<file path="config.mk">
export PLATFORM = sky130hd
export DESIGN_NAME = grp_irq_enable_reg
export DESIGN_NICKNAME = d
export VERILOG_FILES = /design/src/rtl/grpen_pkg.sv /design/src/rtl/grpen_access_check.sv /design/src/rtl/grpen_store.sv /design/src/rtl/grpen_release.sv /design/src/rtl/grp_irq_enable_reg.sv
export SDC_FILE = /design/constraint.sdc
export NUM_CORES = 1
export LEC_CHECK = 0
export BUFFER_PORTS_ARGS = -buffer_cell sky130_fd_sc_hd__buf_4
export CAP_MARGIN = 10
export CORE_ASPECT_RATIO = 0.7
export CORE_MARGIN = 2
export CORE_UTILIZATION = 27
export CTS_BUF_LIST = sky130_fd_sc_hd__clkbuf_4
export CTS_CLUSTER_SIZE = 24
export DETAILED_ROUTE_END_ITERATION = 12
export PLACE_DENSITY = 0.88
export REMOVE_ABC_BUFFERS = 1
export SYNTH_ARGS = -nofsm -noshare
export SYNTH_HDL_FRONTEND = slang
export SYNTH_HIERARCHICAL = 1
export SYNTH_SLANG_ARGS = --single-unit
</file>
<file path="constraint.sdc">
create_clock -name clk -period 2.2 [get_ports clk]
set_clock_uncertainty 0.2 [all_clocks]
set_input_delay 0.44 -clock clk [delete_from_list [all_inputs] [get_ports clk]]
set_output_delay 0.44 -clock clk [all_outputs]
set_load 0.02 [all_outputs]
</file>
<file path="src/rtl/grpen_pkg.sv">
`timescale 1ns/1ps
package grpen_pkg;
  typedef enum logic [1:0] {
    ST_OK       = 2'b00,
    ST_UNDEF    = 2'b01,
    ST_TRAP_A64 = 2'b10,
    ST_TRAP_A32 = 2'b11
  } acc_status_e;

  localparam int COPROC_W = 4;
  localparam int OPC1_W   = 3;
  localparam int CRN_W    = 4;
  localparam int CRM_W    = 4;
  localparam int OPC2_W   = 3;
  localparam int EL_W     = 2;

  localparam logic [COPROC_W-1:0] MATCH_COPROC = 4'b1111;
  localparam logic [OPC1_W-1:0]   MATCH_OPC1   = 3'b110;
  localparam logic [CRN_W-1:0]    MATCH_CRN    = 4'b1100;
  localparam logic [CRM_W-1:0]    MATCH_CRM    = 4'b1100;
  localparam logic [OPC2_W-1:0]   MATCH_OPC2   = 3'b111;

  localparam logic [EL_W-1:0] LVL_USER  = 2'd0;
  localparam logic [EL_W-1:0] LVL_KERN  = 2'd1;
  localparam logic [EL_W-1:0] LVL_HYP   = 2'd2;
  localparam logic [EL_W-1:0] LVL_MON   = 2'd3;

  // bit positions of the enables (software decodes them)
  localparam int NUM_EN = 2;
  localparam int IDX_NS = 0;
  localparam int IDX_S  = 1;
endpackage

</file>
<file path="src/rtl/grpen_access_check.sv">
`timescale 1ns/1ps
module grpen_access_check
  import grpen_pkg::*;
(
  input  logic                feat_present,
  input  logic                req_valid,
  input  logic                req_write,
  input  logic [COPROC_W-1:0] req_coproc,
  input  logic [OPC1_W-1:0]   req_opc1,
  input  logic [CRN_W-1:0]    req_crn,
  input  logic [CRM_W-1:0]    req_crm,
  input  logic [OPC2_W-1:0]   req_opc2,
  input  logic [EL_W-1:0]     cur_el,
  input  logic                el2_enabled,
  input  logic                el2_is_a64,
  input  logic                hyp_trap_a64,
  input  logic                hyp_trap_a32,
  input  logic                sysreg_if_en,
  output logic                hit,
  output acc_status_e         status,
  output logic                wr_ok,
  output logic                rd_ok
);
  acc_status_e perm;

  assign hit = req_valid
            && (req_coproc == MATCH_COPROC) && (req_opc1 == MATCH_OPC1)
            && (req_crn == MATCH_CRN) && (req_crm == MATCH_CRM)
            && (req_opc2 == MATCH_OPC2);

  // layered permission decision
  always_comb begin
    perm = ST_UNDEF;
    if (feat_present) begin
      unique case (cur_el)
        LVL_KERN: begin
          if (el2_enabled && el2_is_a64 && hyp_trap_a64)
            perm = ST_TRAP_A64;
          else if (el2_enabled && !el2_is_a64 && hyp_trap_a32)
            perm = ST_TRAP_A32;
          else
            perm = ST_UNDEF;
        end
        LVL_MON:  perm = sysreg_if_en ? ST_OK : ST_UNDEF;
        default:  perm = ST_UNDEF;
      endcase
    end
  end

  assign status = hit ? perm : ST_OK;
  assign wr_ok  = hit && req_write  && (perm == ST_OK);
  assign rd_ok  = hit && !req_write && (perm == ST_OK);
endmodule

</file>
<file path="src/rtl/grpen_store.sv">
`timescale 1ns/1ps
module grpen_store #(
  parameter int NB = 2
) (
  input  logic          clk,
  input  logic          rst_n,
  input  logic          dir_we,
  input  logic [NB-1:0] dir_wdata,
  input  logic [NB-1:0] alias_we,
  input  logic [NB-1:0] alias_wdata,
  output logic [NB-1:0] en_q,
  output logic [NB-1:0] en_nxt
);
  // alias writes first, direct write overrides
  always_comb begin
    en_nxt = en_q;
    for (int i = 0; i < NB; i++) begin
      if (alias_we[i]) en_nxt[i] = alias_wdata[i];
    end
    if (dir_we) en_nxt = dir_wdata;
  end

  always_ff @(posedge clk or negedge rst_n) begin
    if (!rst_n) en_q <= '0;
    else        en_q <= en_nxt;
  end


  hold_chk: assert property (@(posedge clk) disable iff (!rst_n)
    (!dir_we && (alias_we == '0)) |=> $stable(en_q));


  dir_prio_chk: assert property (@(posedge clk) disable iff (!rst_n)
    dir_we |=> (en_q == $past(dir_wdata)));
endmodule

</file>
<file path="src/rtl/grpen_release.sv">
`timescale 1ns/1ps
module grpen_release #(
  parameter int NB = 2
) (
  input  logic          clk,
  input  logic          rst_n,
  input  logic [NB-1:0] en_q,
  input  logic [NB-1:0] en_nxt,
  output logic [NB-1:0] rel
);
  for (genvar g = 0; g < NB; g++) begin : g_rel
    logic rel_q;
    always_ff @(posedge clk or negedge rst_n) begin
      if (!rst_n) rel_q <= 1'b0;
      else        rel_q <= en_q[g] & ~en_nxt[g];
    end
    assign rel[g] = rel_q;


    rel_single_chk: assert property (@(posedge clk) disable iff (!rst_n)
      rel_q |=> !rel_q);


    rel_cause_chk: assert property (@(posedge clk) disable iff (!rst_n)
      (en_q[g] && !en_nxt[g]) |=> (rel_q && !en_q[g]));
  end
endmodule

</file>
<file path="src/rtl/grp_irq_enable_reg.sv">
`timescale 1ns/1ps
module grp_irq_enable_reg
  import grpen_pkg::*;
#(
  parameter int REG_W = 32
) (
  input  logic             clk,
  input  logic             rst_n,
  input  logic             feat_present,
  input  logic             req_valid,
  input  logic             req_write,
  input  logic [3:0]       req_coproc,
  input  logic [2:0]       req_opc1,
  input  logic [3:0]       req_crn,
  input  logic [3:0]       req_crm,
  input  logic [2:0]       req_opc2,
  input  logic [REG_W-1:0] req_wdata,
  input  logic [1:0]       cur_el,
  input  logic             el2_enabled,
  input  logic             el2_is_a64,
  input  logic             hyp_trap_a64,
  input  logic             hyp_trap_a32,
  input  logic             sysreg_if_en,
  output logic             req_hit,
  output logic [1:0]       req_status,
  output logic [REG_W-1:0] req_rdata,
  input  logic             alias_s_we,
  input  logic             alias_s_wdata,
  output logic             alias_s_rdata,
  input  logic             alias_ns_we,
  input  logic             alias_ns_wdata,
  output logic             alias_ns_rdata,
  output logic             rel_s,
  output logic             rel_ns
);
  localparam int RSV_W = REG_W - NUM_EN;

  acc_status_e        status;
  logic               wr_ok, rd_ok;
  logic [NUM_EN-1:0]  en_q, en_nxt, al_we, al_wd, rel;
  logic [RSV_W-1:0]   unused_rsv_wdata;

  assign unused_rsv_wdata = req_wdata[REG_W-1:NUM_EN];

  grpen_access_check u_chk (
    .feat_present (feat_present),
    .req_valid    (req_valid),
    .req_write    (req_write),
    .req_coproc   (req_coproc),
    .req_opc1     (req_opc1),
    .req_crn      (req_crn),
    .req_crm      (req_crm),
    .req_opc2     (req_opc2),
    .cur_el       (cur_el),
    .el2_enabled  (el2_enabled),
    .el2_is_a64   (el2_is_a64),
    .hyp_trap_a64 (hyp_trap_a64),
    .hyp_trap_a32 (hyp_trap_a32),
    .sysreg_if_en (sysreg_if_en),
    .hit          (req_hit),
    .status       (status),
    .wr_ok        (wr_ok),
    .rd_ok        (rd_ok)
  );

  assign al_we[IDX_S]  = alias_s_we;
  assign al_we[IDX_NS] = alias_ns_we;
  assign al_wd[IDX_S]  = alias_s_wdata;
  assign al_wd[IDX_NS] = alias_ns_wdata;

  grpen_store #(.NB(NUM_EN)) u_store (
    .clk         (clk),
    .rst_n       (rst_n),
    .dir_we      (wr_ok),
    .dir_wdata   (req_wdata[NUM_EN-1:0]),
    .alias_we    (al_we),
    .alias_wdata (al_wd),
    .en_q        (en_q),
    .en_nxt      (en_nxt)
  );

  grpen_release #(.NB(NUM_EN)) u_rel (
    .clk    (clk),
    .rst_n  (rst_n),
    .en_q   (en_q),
    .en_nxt (en_nxt),
    .rel    (rel)
  );

  assign req_status     = status;
  assign req_rdata      = rd_ok ? {{RSV_W{1'b0}}, en_q} : '0;
  assign alias_s_rdata  = en_q[IDX_S];
  assign alias_ns_rdata = en_q[IDX_NS];
  assign rel_s          = rel[IDX_S];
  assign rel_ns         = rel[IDX_NS];


  rsv_zero_chk: assert property (@(posedge clk) disable iff (!rst_n)
    req_rdata[REG_W-1:NUM_EN] == '0);


  feat_off_chk: assert property (@(posedge clk) disable iff (!rst_n)
    (req_hit && !feat_present) |-> (req_status == 2'b01));


  low_el_undef_chk: assert property (@(posedge clk) disable iff (!rst_n)
    (req_hit && (cur_el == 2'd0 || cur_el == 2'd2)) |-> (req_status == 2'b01));


  ok_only_mon_chk: assert property (@(posedge clk) disable iff (!rst_n)
    (req_hit && req_status == 2'b00) |-> (cur_el == 2'd3 && sysreg_if_en && feat_present));


  miss_quiet_chk: assert property (@(posedge clk) disable iff (!rst_n)
    !req_hit |-> (req_status == 2'b00 && req_rdata == '0));
endmodule

</file>
## After elaboration in Yosys (flattened, before gate mapping)

Index checks and enable logic that the tools add are counted.

- Bits of input ports: 66
- Output and inout bits: 39
- Register bits: 4
- Word-level logic and storage cells: 40

- Reductions and logical operators: 16
- Equality and inequality tests: 7
- Mux-type cells: 10
- Bitwise operators: 4

Operator list:

| kind | count |
|---|---|
| 1-bit logical AND | 13 |
| 4-bit equality test, second input constant | 3 |
| 2-bit two-way mux | 6 |
| 3-bit equality test, second input constant | 2 |
| 2-bit case mux with 2 select lines | 1 |
| 1-bit two-way mux | 3 |
| 1-bit bitwise AND | 2 |
| 2-bit by 1-bit equality test with 1-bit output, second input constant | 1 |
| 2-bit equality test, second input constant | 1 |
| 1-bit zero test | 2 |
| 2-bit zero test | 1 |
| 1-bit inverter | 2 |

## Longest topological paths before layout

Gate-level depths: netlist of run 1.

- Depth after elaboration: 12
- Mapped depth: 6
- Depth with buffers taken out: 6

## Modules after synthesis

Netlist of run 1, hierarchy kept.

By module, submodules not included:

| module | seq. area each (um2) | cells each | area an instance (um2) | times used |
|---|---|---|---|---|
| grp_irq_enable_reg | 0.0 | 33 | 241.5 | 1 |
| grpen_access_check | 0.0 | 20 | 148.9 | 1 |
| grpen_release | 50.0 | 6 | 92.6 | 1 |
| grpen_store | 50.0 | 8 | 87.6 | 1 |

## Least setup slack after synthesis of run 1

Ideal clock, no wire load.

- Path kind: input-to-output
- From: input port req_crm[1]
- To: output port req_status[0]
- Stages on the path: 3
- Data arrival time: 1,407 ps
- Required time: 1,560 ps
- Slack: 153 ps
- Buffers on the path: 0
- Cells stage by stage: and4bb_1 > nand4_2 > nor3b_1

- Cells in the longest elaborated chain, start to end: 4

Ends and longest elaborated chain:

| item | RTL line | RTL |
|---|---|---|
| start: declaration | grp_irq_enable_reg.sv:15 | `input logic [3:0] req_crm,` |
| 4-bit equality test | grpen_access_check.sv:28 | `&& (req_crn == MATCH_CRN) && (req_crm == MATCH_CRM)` |
| 1-bit logical AND | grpen_access_check.sv:28 |  |
| 1-bit logical AND | grpen_access_check.sv:29 | `&& (req_opc2 == MATCH_OPC2);` |
| 2-bit two-way mux | grpen_access_check.sv:50 | `assign status = hit ? perm : ST_OK;` |
| end: declaration | grp_irq_enable_reg.sv:25 | `output logic [1:0] req_status,` |

Every way passes these cells.

## Worst setup path after layout of run 1

- From: input port req_crm[1]
- To: output port req_rdata[1]

- Cells in the longest elaborated chain, start to end: 6

Ends and longest elaborated chain:

| item | RTL line | RTL |
|---|---|---|
| 4-bit equality test | grpen_access_check.sv:28 |  |
| 1-bit logical AND | grpen_access_check.sv:28 |  |
| 1-bit logical AND | grpen_access_check.sv:29 |  |
| 1-bit logical AND (2 in series) | grpen_access_check.sv:52 | `assign rd_ok = hit && !req_write && (perm == ST_OK);` |
| via rd_ok | grp_irq_enable_reg.sv:39 | `logic wr_ok, rd_ok;` |
| 2-bit two-way mux | grp_irq_enable_reg.sv:91 | `assign req_rdata = rd_ok ? {{RSV_W{1'b0}}, en_q} : '0;` |
| end: declaration | grp_irq_enable_reg.sv:26 | `output logic [REG_W-1:0] req_rdata,` |

The timed path passes the listed nets, and every way through them passes these cells.

==> results of run 1 <==
-- power breakdown --
| group | internal, W | switching (W) | total, W |
|---|---|---|---|
| combinational | 0.0000670 | 0.0000826 | 0.000150 |
| sequential | 0.0000813 | 0.00000440 | 0.0000857 |
| clock | 0.0000611 | 0.0000319 | 0.0000931 |
-- worst reg2reg max path, cell delays in order (launching register included) --
cell,delay [ns]
dfrtp_1,0.38
mux2i_1,0.09
o21ai_1,0.24
nor2b_4,0.06
-- what timing repair did --
| action | in CTS | in global routing |
|---|---|---|
| endpoints found under the setup margin | 2 | 2 |
| hold buffers | 1 | 0 |
| hold endpoints to repair | 4 | 0 |
| gates resized for setup | 1 | 7 |
| setup buffers | 0 | 1 |
| pin swaps | 1 | 1 |
-- stage by stage --
stage	hold slack [ns]	total power (W)	instance area [um^2]	std cells
floorplan	-0.0556	0.000163	439	64
finish	0.318	0.000328	903	139
global route	0.327	0.000347	903	139
global placement	0.0374	0.000227	827	134
CTS	0.308	0.000330	866	138
detailed placement	0.0391	0.000230	827	134
-- registers in the layout (all words and copies together) (netlist names) --
name and flops:
u_rel/g_rel.rel_q 2, u_store/en_q 2
-- how the worst min path moves through the flow --
stage / slack [ns] / depth (start not counted) / end
2_1_floorplan: -0.06 / 0 / u_rel/g_rel[0].rel_q$_DFF_PN0_
3_3_place_gp: 0.04 / 1 / u_rel/g_rel[1].rel_q$_DFF_PN0_
3_5_place_dp: 0.04 / 1 / u_rel/g_rel[1].rel_q$_DFF_PN0_
4_1_cts: 0.31 / 3 / u_store/en_q[1]$_DFF_PN0_
5_1_grt: 0.33 / 3 / u_store/en_q[1]$_DFF_PN0_
6_report: 0.32 / 3 / u_store/en_q[1]$_DFF_PN0_
-- cell type report --
cell class                 count  area, um^2
tap                           22        27.5
fill                         177        1020
sequential                     4         100
clock buffer                   3        22.5
timing repair buffer          50         389
multi-input combinational     60         364
-- cell families after synthesis --
family | Yosys count | synth area share [%]
muxes | 3 | 5.26
other | 1 | 0.657
and+or+nand+nor | 22 | 29.2
DFF | 4 | 17.5
AOI/OAI and AO/OA | 5 | 5.26
buffers and inverters | 32 | 42.1
-- cells in the final DEF (no fill, tap or decap), drive strengths merged --
cell type and instances:
nand3 1, nor2b 2, nand2 4, nor2 1, nand2b 1, nor3b 1
clkbuf 3, o21bai 1, dlygate4sd3 1, conb 30, nor4 2, o21ai 3
dfrtp 4, and4b 1, and4 1, nor3 1, or3 1, a21o 1
buf 49, and2 2, mux2i 3, nand4b 1, and4bb 2, nand4 1
-- metal layers --
metal,vias to the layer above,GRT usage (%),share of wire [%]
li1,266,-,-
met1,248,10.3,32
met2,22,24.9,63
met3,0,3.09,5.4
met4,0,5.45,0
met5,-,0,0
==> impl_metrics.yaml, run 1 <==
outcome:
  status: "finished, violations left"
  violations: "design-rule violations"
critical_path:
  rrSetupSlack_ns: 1.11
  crit_family: "simple AND/OR/NAND/NOR gates"
  worstPathBufferInverterCount: 2
  path_max_fanout: 2
  worstPathRequired_ns: 1.56
  worstRegToRegCells: 3
  cp.depth: 6
  crit_slowest_cell: "and4bb_1"
  critical_path_class: "input port to output port"
  max_stage_delay_ns: 0.27
  critPathArrivalTime_ns: 1.52
  cp-startpoint: "req_crm[1]"
  reg2reg_to: "u_rel/g_rel[0].rel_q$_DFF_PN0_"
  r2r-start: "u_store/en_q[0]$_DFF_PN0_"
  cp_cell_sequence: "buf_4 -> and4bb_1 -> nand4_2 -> nor4_4 -> and2_4 -> buf_6"
  start_kind: "input port"
  end_kind: "output port"
  endpoint: "req_rdata[1]"
clock_network:
  cts_buffers: 3
  cts_max_path_buffers: 2
  worstSkewPairLatency_ns: 0.23
  clkTransAtPathRegs_ns: 0.04
  cts.root.buffer_cell: "clkbuf_4"
  clock_sinks: 4
  h-tree-depth: 1
  tritoncts: "done"
detailed_routing:
  vias: 536
  first_pass_iters: 7
  routed_wirelength_um: 1480
  post-route-drc-count: 4
  antenna_violating_nets_post_route: 0
  routedWlPerCell_um: 10.6
  avgViaCountPerCell: 3.86
  drt_first_iter_violations: 4
logic_synthesis:
  yosys-top-cells-area: "buf_4, dfrtp_1, mux2i_1"
  ys_top_cells_by_count: "buf_4, dfrtp_1, nand2_1"
  ys_ff_latch: 4
  synth_edf_count: 0
  ys_warn_count: 6
  ys.flop_type: "dfrtp_1"
  yosysUniqueCellTypes: 23
  syn_avg_cell_area_um2: 8.52
  postSynthCellCount: 67
  yosysMostFrequentCell: "buf_4"
  syn_area_um2: 571
  synth-async-reset-ratio_pct: 100
  ys_seq_area_share_pct: 17.5
  synth_top_area_share_pct: 42.1
  synth_top_area_cell: "buf_4"
grt:
  grt_max_degree: 5
  grt_pass1_wl_um: 2260
  grt_overflow: 0
  antenna_found_initial: 0
  grt_pass1_vias: 537
  grtUsageTotal_pct: 12.0
sta:
  period_minus_slack_ns: 2.16
  fin_ws_ns: 0.0372
  fin_crit_sh_pct: 98.3
  rsz0062_at_grt: "yes"
  report.final.slew_viol_count: 0
  setup_violations: 0
  hold_viol: 0
  fin_tns_setup_ns: 0
  maxClockFrequency_mhz: 462
worst_hold_path:
  worstHoldStart: "req_wdata[1]"
  min_path_type: "input port to flop"
floorplan:
  die_y_um: 42.5
  io_pins: 105
  die_area_mm2: 0.00250
  dieWidth_um: 58.9
  initial_core_util_pct: 29.7
  rows: 13
  core_area_mm2: 0.00192
placed_design:
  io_buffers: 44
  dpl_worst_slack_ns: -0.0629
  place_congestion: 0.699
  dp_hpwl_um: 1300
power:
  peakVddDrop_mv: 0.180
  p_leak_nw: 0.508
  power.density_mw_per_mm2: 363
finish:
  final_layout_size_suffix_gt1_share_pct: 50.4
  final_util_pct: 47.1
  diodes: 0
  syn_to_final_growth_pct: 58.3
  nets: 185
run:
  maxCapViolations: 0
Power figures use the tool's default switching activity.
==> run 2: changes to the inputs <==
--- a/config.mk
+++ b/config.mk
@@ -5,6 +5,7 @@
 export SDC_FILE = /design/constraint.sdc
 export NUM_CORES = 1
 export LEC_CHECK = 0
+export ABC_CLOCK_PERIOD_IN_PS = 2400
 export BUFFER_PORTS_ARGS = -buffer_cell sky130_fd_sc_hd__buf_4
 export CAP_MARGIN = 10
 export CORE_ASPECT_RATIO = 0.7
==> constraint.sdc (replaced) <==
create_clock -name clk -period 2.4 [get_ports clk]
set_clock_uncertainty 0.2 [all_clocks]
set_input_delay 0.48 -clock clk [delete_from_list [all_inputs] [get_ports clk]]
set_output_delay 0.48 -clock clk [all_outputs]
set_load 0.02 [all_outputs]
==> impl_metrics.yaml, run 2 (synthesized netlist as in run 1, its figures left out) <==
outcome:
  status: "finished, violations left"
  violations: "design-rule violations"
worst_hold_path:
  min_path_type: "flop to flop"
  worstHoldStart: "u_store/en_q[1]$_DFF_PN0_"
sta:
  hold_viol: 0
  rsz0062_at_grt: "no"
  maxClockFrequency_mhz: 434
  fin_ws_ns: 0.0983
  fin_tns_setup_ns: 0
  report.final.slew_viol_count: 0
  setup_violations: 0
  fin_crit_sh_pct: 95.9
  period_minus_slack_ns: 2.30
critical_path:
  r2r-start: "u_store/en_q[0]$_DFF_PN0_"
  crit_slowest_cell: "nor4_2"
  cp_cell_sequence: "buf_4 -> and4bb_1 -> nand4_2 -> nor4_2 -> and2_1 -> buf_4"
  critPathArrivalTime_ns: 1.62
  cp-startpoint: "req_crn[1]"
  worstPathBufferInverterCount: 2
  crit_family: "simple AND/OR/NAND/NOR gates"
  start_kind: "input port"
  cp_common_cell: "buf_4"
  reg2reg_to: "u_rel/g_rel[0].rel_q$_DFF_PN0_"
  critical_path_class: "input port to output port"
  rrSetupSlack_ns: 1.33
  worstPathRequired_ns: 1.72
  cp.depth: 6
  path_max_fanout: 2
  end_kind: "output port"
  max_stage_delay_ns: 0.32
  worstRegToRegCells: 3
  endpoint: "req_rdata[0]"
finish:
  diodes: 0
  syn_to_final_growth_pct: 49.1
  layout_common_cells: "buf_4, conb_1, nand2_1, dfrtp_1"
  final_layout_size_suffix_gt1_share_pct: 46.5
  fin_cells: 136
  nets: 182
  top_regs: "u_rel/g_rel.rel_q x2, u_store/en_q x2"
  final_common_cell: "buf_4"
detailed_routing:
  vias: 521
  routedWlPerCell_um: 10.6
  routed_wirelength_um: 1440
  post-route-drc-count: 4
  drt_first_iter_violations: 8
  avgViaCountPerCell: 3.83
  first_pass_iters: 8
  antenna_violating_nets_post_route: 0
grt:
  grt_pass1_wl_um: 2090
  grtUsageTotal_pct: 11.1
  grt_overflow: 0
  grt_max_degree: 6
  grt_pass1_vias: 518
  antenna_found_initial: 0
clock_network:
  clkTransAtPathRegs_ns: 0.04
  tritoncts: "done"
  h-tree-depth: 1
  clock_sinks: 4
  postCtsSetupBuffers: 0
  cts_buffers: 3
  cts_max_path_buffers: 2
  worstSkewPairLatency_ns: 0.23
  cts.root.buffer_cell: "clkbuf_4"
placed_design:
  place_congestion: 0.723
  dpl_worst_slack_ns: 0.0870
  place_inst: 132
  dp_hpwl_um: 1290
  io_buffers: 44
floorplan:
  core_area_mm2: 0.00192
  io_pins: 105
  die_y_um: 42.5
  dieWidth_um: 58.9
  die_area_mm2: 0.00250
  initial_core_util_pct: 29.7
  rows: 13
power:
  power.density_mw_per_mm2: 346
  p_leak_nw: 0.480
  peakVddDrop_mv: 0.196
run:
  maxCapViolations: 0
==> run 2: worst min-delay path by stage <==
stage / end / cells past startpoint
2_1_floorplan: u_rel/g_rel[0].rel_q$_DFF_PN0_ / 0
3_3_place_gp: u_rel/g_rel[1].rel_q$_DFF_PN0_ / 1
3_5_place_dp: u_store/en_q[1]$_DFF_PN0_ / 1
4_1_cts: u_store/en_q[1]$_DFF_PN0_ / 3
5_1_grt: u_store/en_q[1]$_DFF_PN0_ / 3
6_report: u_rel/g_rel[1].rel_q$_DFF_PN0_ / 1
==> run 2: timing repair <==
action                                  in CTS  in global routing
endpoints found under the setup margin       0                  2
hold buffers                                 1                  0
endpoints found under the hold margin        4                  0
resized for setup                            0                  1
==> run 2: power breakdown <==
group / switching (W) / internal [W] / leakage [nW]
sequential: 0.00000388 / 0.0000746 / 0.0492
combinational: 0.0000744 / 0.0000584 / 0.417
clock: 0.0000271 / 0.0000559 / 0.0138
total: 0.000105 / 0.000189 / 0.480
==> run 2: metrics by stage <==
step	instance area [um^2]	hold slack (ns)	util, %	power (W)
floorplan	439	-0.0156	-	0.000150
global placement	812	0.0774	42.3	0.000207
detailed placement	812	0.0784	42.3	0.000210
CTS	845	0.350	44.0	0.000297
global route	851	0.352	44.3	0.000313
finish	851	0.351	44.3	0.000294
==> run 2: layout make-up <==
| class | instances | area [um^2] |
|---|---|---|
| well taps | 22 | 27.5 |
| fillers | 189 | 1070 |
| clock buffers | 3 | 22.5 |
| repair buffers | 47 | 355 |
| multi-input cells | 60 | 345 |
| flip-flops and latches | 4 | 100 |
==> run 2: worst reg2reg max path, delay by kind of cell, from the launching register on <==
kind            cells  cell delay (ns)
mux                 1             0.08
flops               1             0.37
simple gates        1             0.06
compound gates      1             0.24
==> run 2: metal layers <==
| layer | global-route usage, % | share of wire [%] |
|---|---|---|
| met5 | 0 | 0 |
| met2 | 23.1 | 60 |
| met1 | 9.19 | 33 |
| met4 | 5.91 | 0 |
| met3 | 2.78 | 6.4 |
==> run 3: changes to the inputs <==
--- a/config.mk
+++ b/config.mk
@@ -14,7 +14,7 @@
 export CTS_BUF_LIST = sky130_fd_sc_hd__clkbuf_4
 export CTS_CLUSTER_SIZE = 24
 export DETAILED_ROUTE_END_ITERATION = 12
-export PLACE_DENSITY = 0.88
+export PLACE_DENSITY = 0.83
 export REMOVE_ABC_BUFFERS = 1
 export SYNTH_ARGS = -nofsm -noshare
 export SYNTH_HDL_FRONTEND = slang
==> impl_metrics.yaml, run 3 (synthesized netlist as in run 1, its figures left out) <==
outcome:
  status: "finished, violations left"
  violations: "design-rule violations"
floorplan:
  dieWidth_um: 58.9
  rows: 13
  core_area_mm2: 0.00192
  initial_core_util_pct: 29.7
  die_area_mm2: 0.00250
  die_y_um: 42.5
  io_pins: 105
sta:
  fin_tns_setup_ns: 0
  setup_violations: 0
  fin_ws_ns: 0.106
  hold_viol: 0
  maxClockFrequency_mhz: 436
  report.final.slew_viol_count: 0
  period_minus_slack_ns: 2.29
  rsz0062_at_grt: "no"
  fin_crit_sh_pct: 95.6
finish:
  fillers: 191
  final_layout_size_suffix_gt1_share_pct: 46.5
  top_regs: "u_rel/g_rel.rel_q x2, u_store/en_q x2"
  final_common_cell: "buf_4"
  syn_to_final_growth_pct: 49.1
  layout_common_cells: "buf_4, conb_1, nand2_1, dfrtp_1"
  nets: 182
  diodes: 0
critical_path:
  start_kind: "input port"
  critPathArrivalTime_ns: 1.61
  r2r-start: "u_store/en_q[1]$_DFF_PN0_"
  worstPathBufferInverterCount: 2
  critical_path_class: "input port to output port"
  path_max_fanout: 2
  worstPathRequired_ns: 1.72
  end_kind: "output port"
  cp-startpoint: "req_crm[0]"
  crit_family: "simple AND/OR/NAND/NOR gates"
  max_stage_delay_ns: 0.32
  cp_cell_sequence: "buf_4 -> and4b_1 -> nand4_2 -> nor4_2 -> and2_1 -> buf_4"
  cp_common_cell: "buf_4"
  crit_slowest_cell: "nor4_2"
grt:
  grt_overflow: 0
  grt_use_met2_pct: 22.7
  gr-usage-met3_pct: 5.56
  grt_busiest_layer: "met2"
  met1_usage_pct: 9.58
  grt_max_degree: 6
  antenna_found_initial: 0
  grt_pass1_vias: 506
  grt_pass1_wl_um: 2100
  grtUsageTotal_pct: 11.4
placed_design:
  dp_hpwl_um: 1290
  io_buffers: 44
  dpl_worst_slack_ns: 0.0489
  place_congestion: 0.660
clock_network:
  clock_sinks: 4
  tritoncts: "done"
  cts.root.buffer_cell: "clkbuf_4"
  postCtsSetupBuffers: 0
  cts_max_path_buffers: 2
  worstSkewPairLatency_ns: 0.23
  h-tree-depth: 1
  cts_buffers: 3
  clkTransAtPathRegs_ns: 0.03
detailed_routing:
  vias: 540
  drt_first_iter_violations: 7
  routed_wirelength_um: 1460
  routedWlPerCell_um: 10.7
  first_pass_iters: 8
  post-route-drc-count: 3
  avgViaCountPerCell: 3.97
  antenna_violating_nets_post_route: 0
power:
  p_leak_nw: 0.480
  peakVddDrop_mv: 0.250
  power.density_mw_per_mm2: 346
worst_hold_path:
  worstHoldStart: "u_store/en_q[0]$_DFF_PN0_"
  min_path_type: "flop to flop"
run:
  maxCapViolations: 0
run 3: cell counts in the layout (fill, tap and decap cells not counted):
Identical to the previous run, type by type.
run 3: final timing paths:
path / endpoint / slack, ns / depth (start not counted)
min: u_rel/g_rel[0].rel_q$_DFF_PN0_ / 0.35 / 1
min reg2reg: u_rel/g_rel[0].rel_q$_DFF_PN0_ / 0.35 / 1
max: req_rdata[1] / 0.11 / 6
min in group asynchronous: u_rel/g_rel[1].rel_q$_DFF_PN0_ / 0.40 / 2
max in group asynchronous: u_store/en_q[0]$_DFF_PN0_ / 1.50 / 2
max reg2reg: u_rel/g_rel[1].rel_q$_DFF_PN0_ / 1.32 / 3
run 3: through the flow:
step | cell area (um^2) | utilization, % | total power, W | instances | hold WS, ns
final | 851 | 44.3 | 0.000295 | 136 | 0.352
after global routing | 851 | 44.3 | 0.000314 | 136 | 0.362
after CTS | 845 | 44.0 | 0.000298 | 136 | 0.352
after detailed placement | 812 | 42.3 | 0.000210 | 132 | 0.0800
after global placement | 812 | 42.3 | 0.000207 | 132 | 0.0777
after floorplan | 439 | - | 0.000150 | 64 | -0.0156
run 3: worst register-to-register path, stage by stage, from the launching register on:
cell and delay [ns]:
dfrtp_1 0.37, mux2i_1 0.09, o21ai_1 0.24, nor2b_4 0.06
run 3: repair_timing:
item / CTS / global route
gates resized for setup: 0 / 1
endpoints found under the setup margin: 0 / 2
hold buffers: 1 / 0
hold endpoints to repair: 4 / 0
run 3: routing by layer:
metal,vias to the layer above,part of all wire [%],wire length (um)
li1,262,-,-
met5,-,0,0
met4,0,0,0
met3,0,7.3,106
met1,246,31,450
met2,32,62,901
run 3: cell type report:
| cell class | count | area [um^2] | share of cell area (%) |
|---|---|---|---|
| timing repair buffer | 47 | 355 | 41.8 |
| multi-input combinational | 60 | 345 | 40.6 |
| sequential | 4 | 100 | 11.8 |
| tap | 22 | 27.5 | 3.24 |
| clock buffer | 3 | 22.5 | 2.65 |
run 3: report_power, final:
| group | total (W) | internal, W | leakage (nW) | switching (W) |
|---|---|---|---|---|
| sequential | 0.0000786 | 0.0000746 | 0.0492 | 0.00000401 |
| combinational | 0.000133 | 0.0000584 | 0.417 | 0.0000743 |
| clock | 0.0000834 | 0.0000559 | 0.0138 | 0.0000275 |
| total | 0.000295 | 0.000189 | 0.480 | 0.000106 |
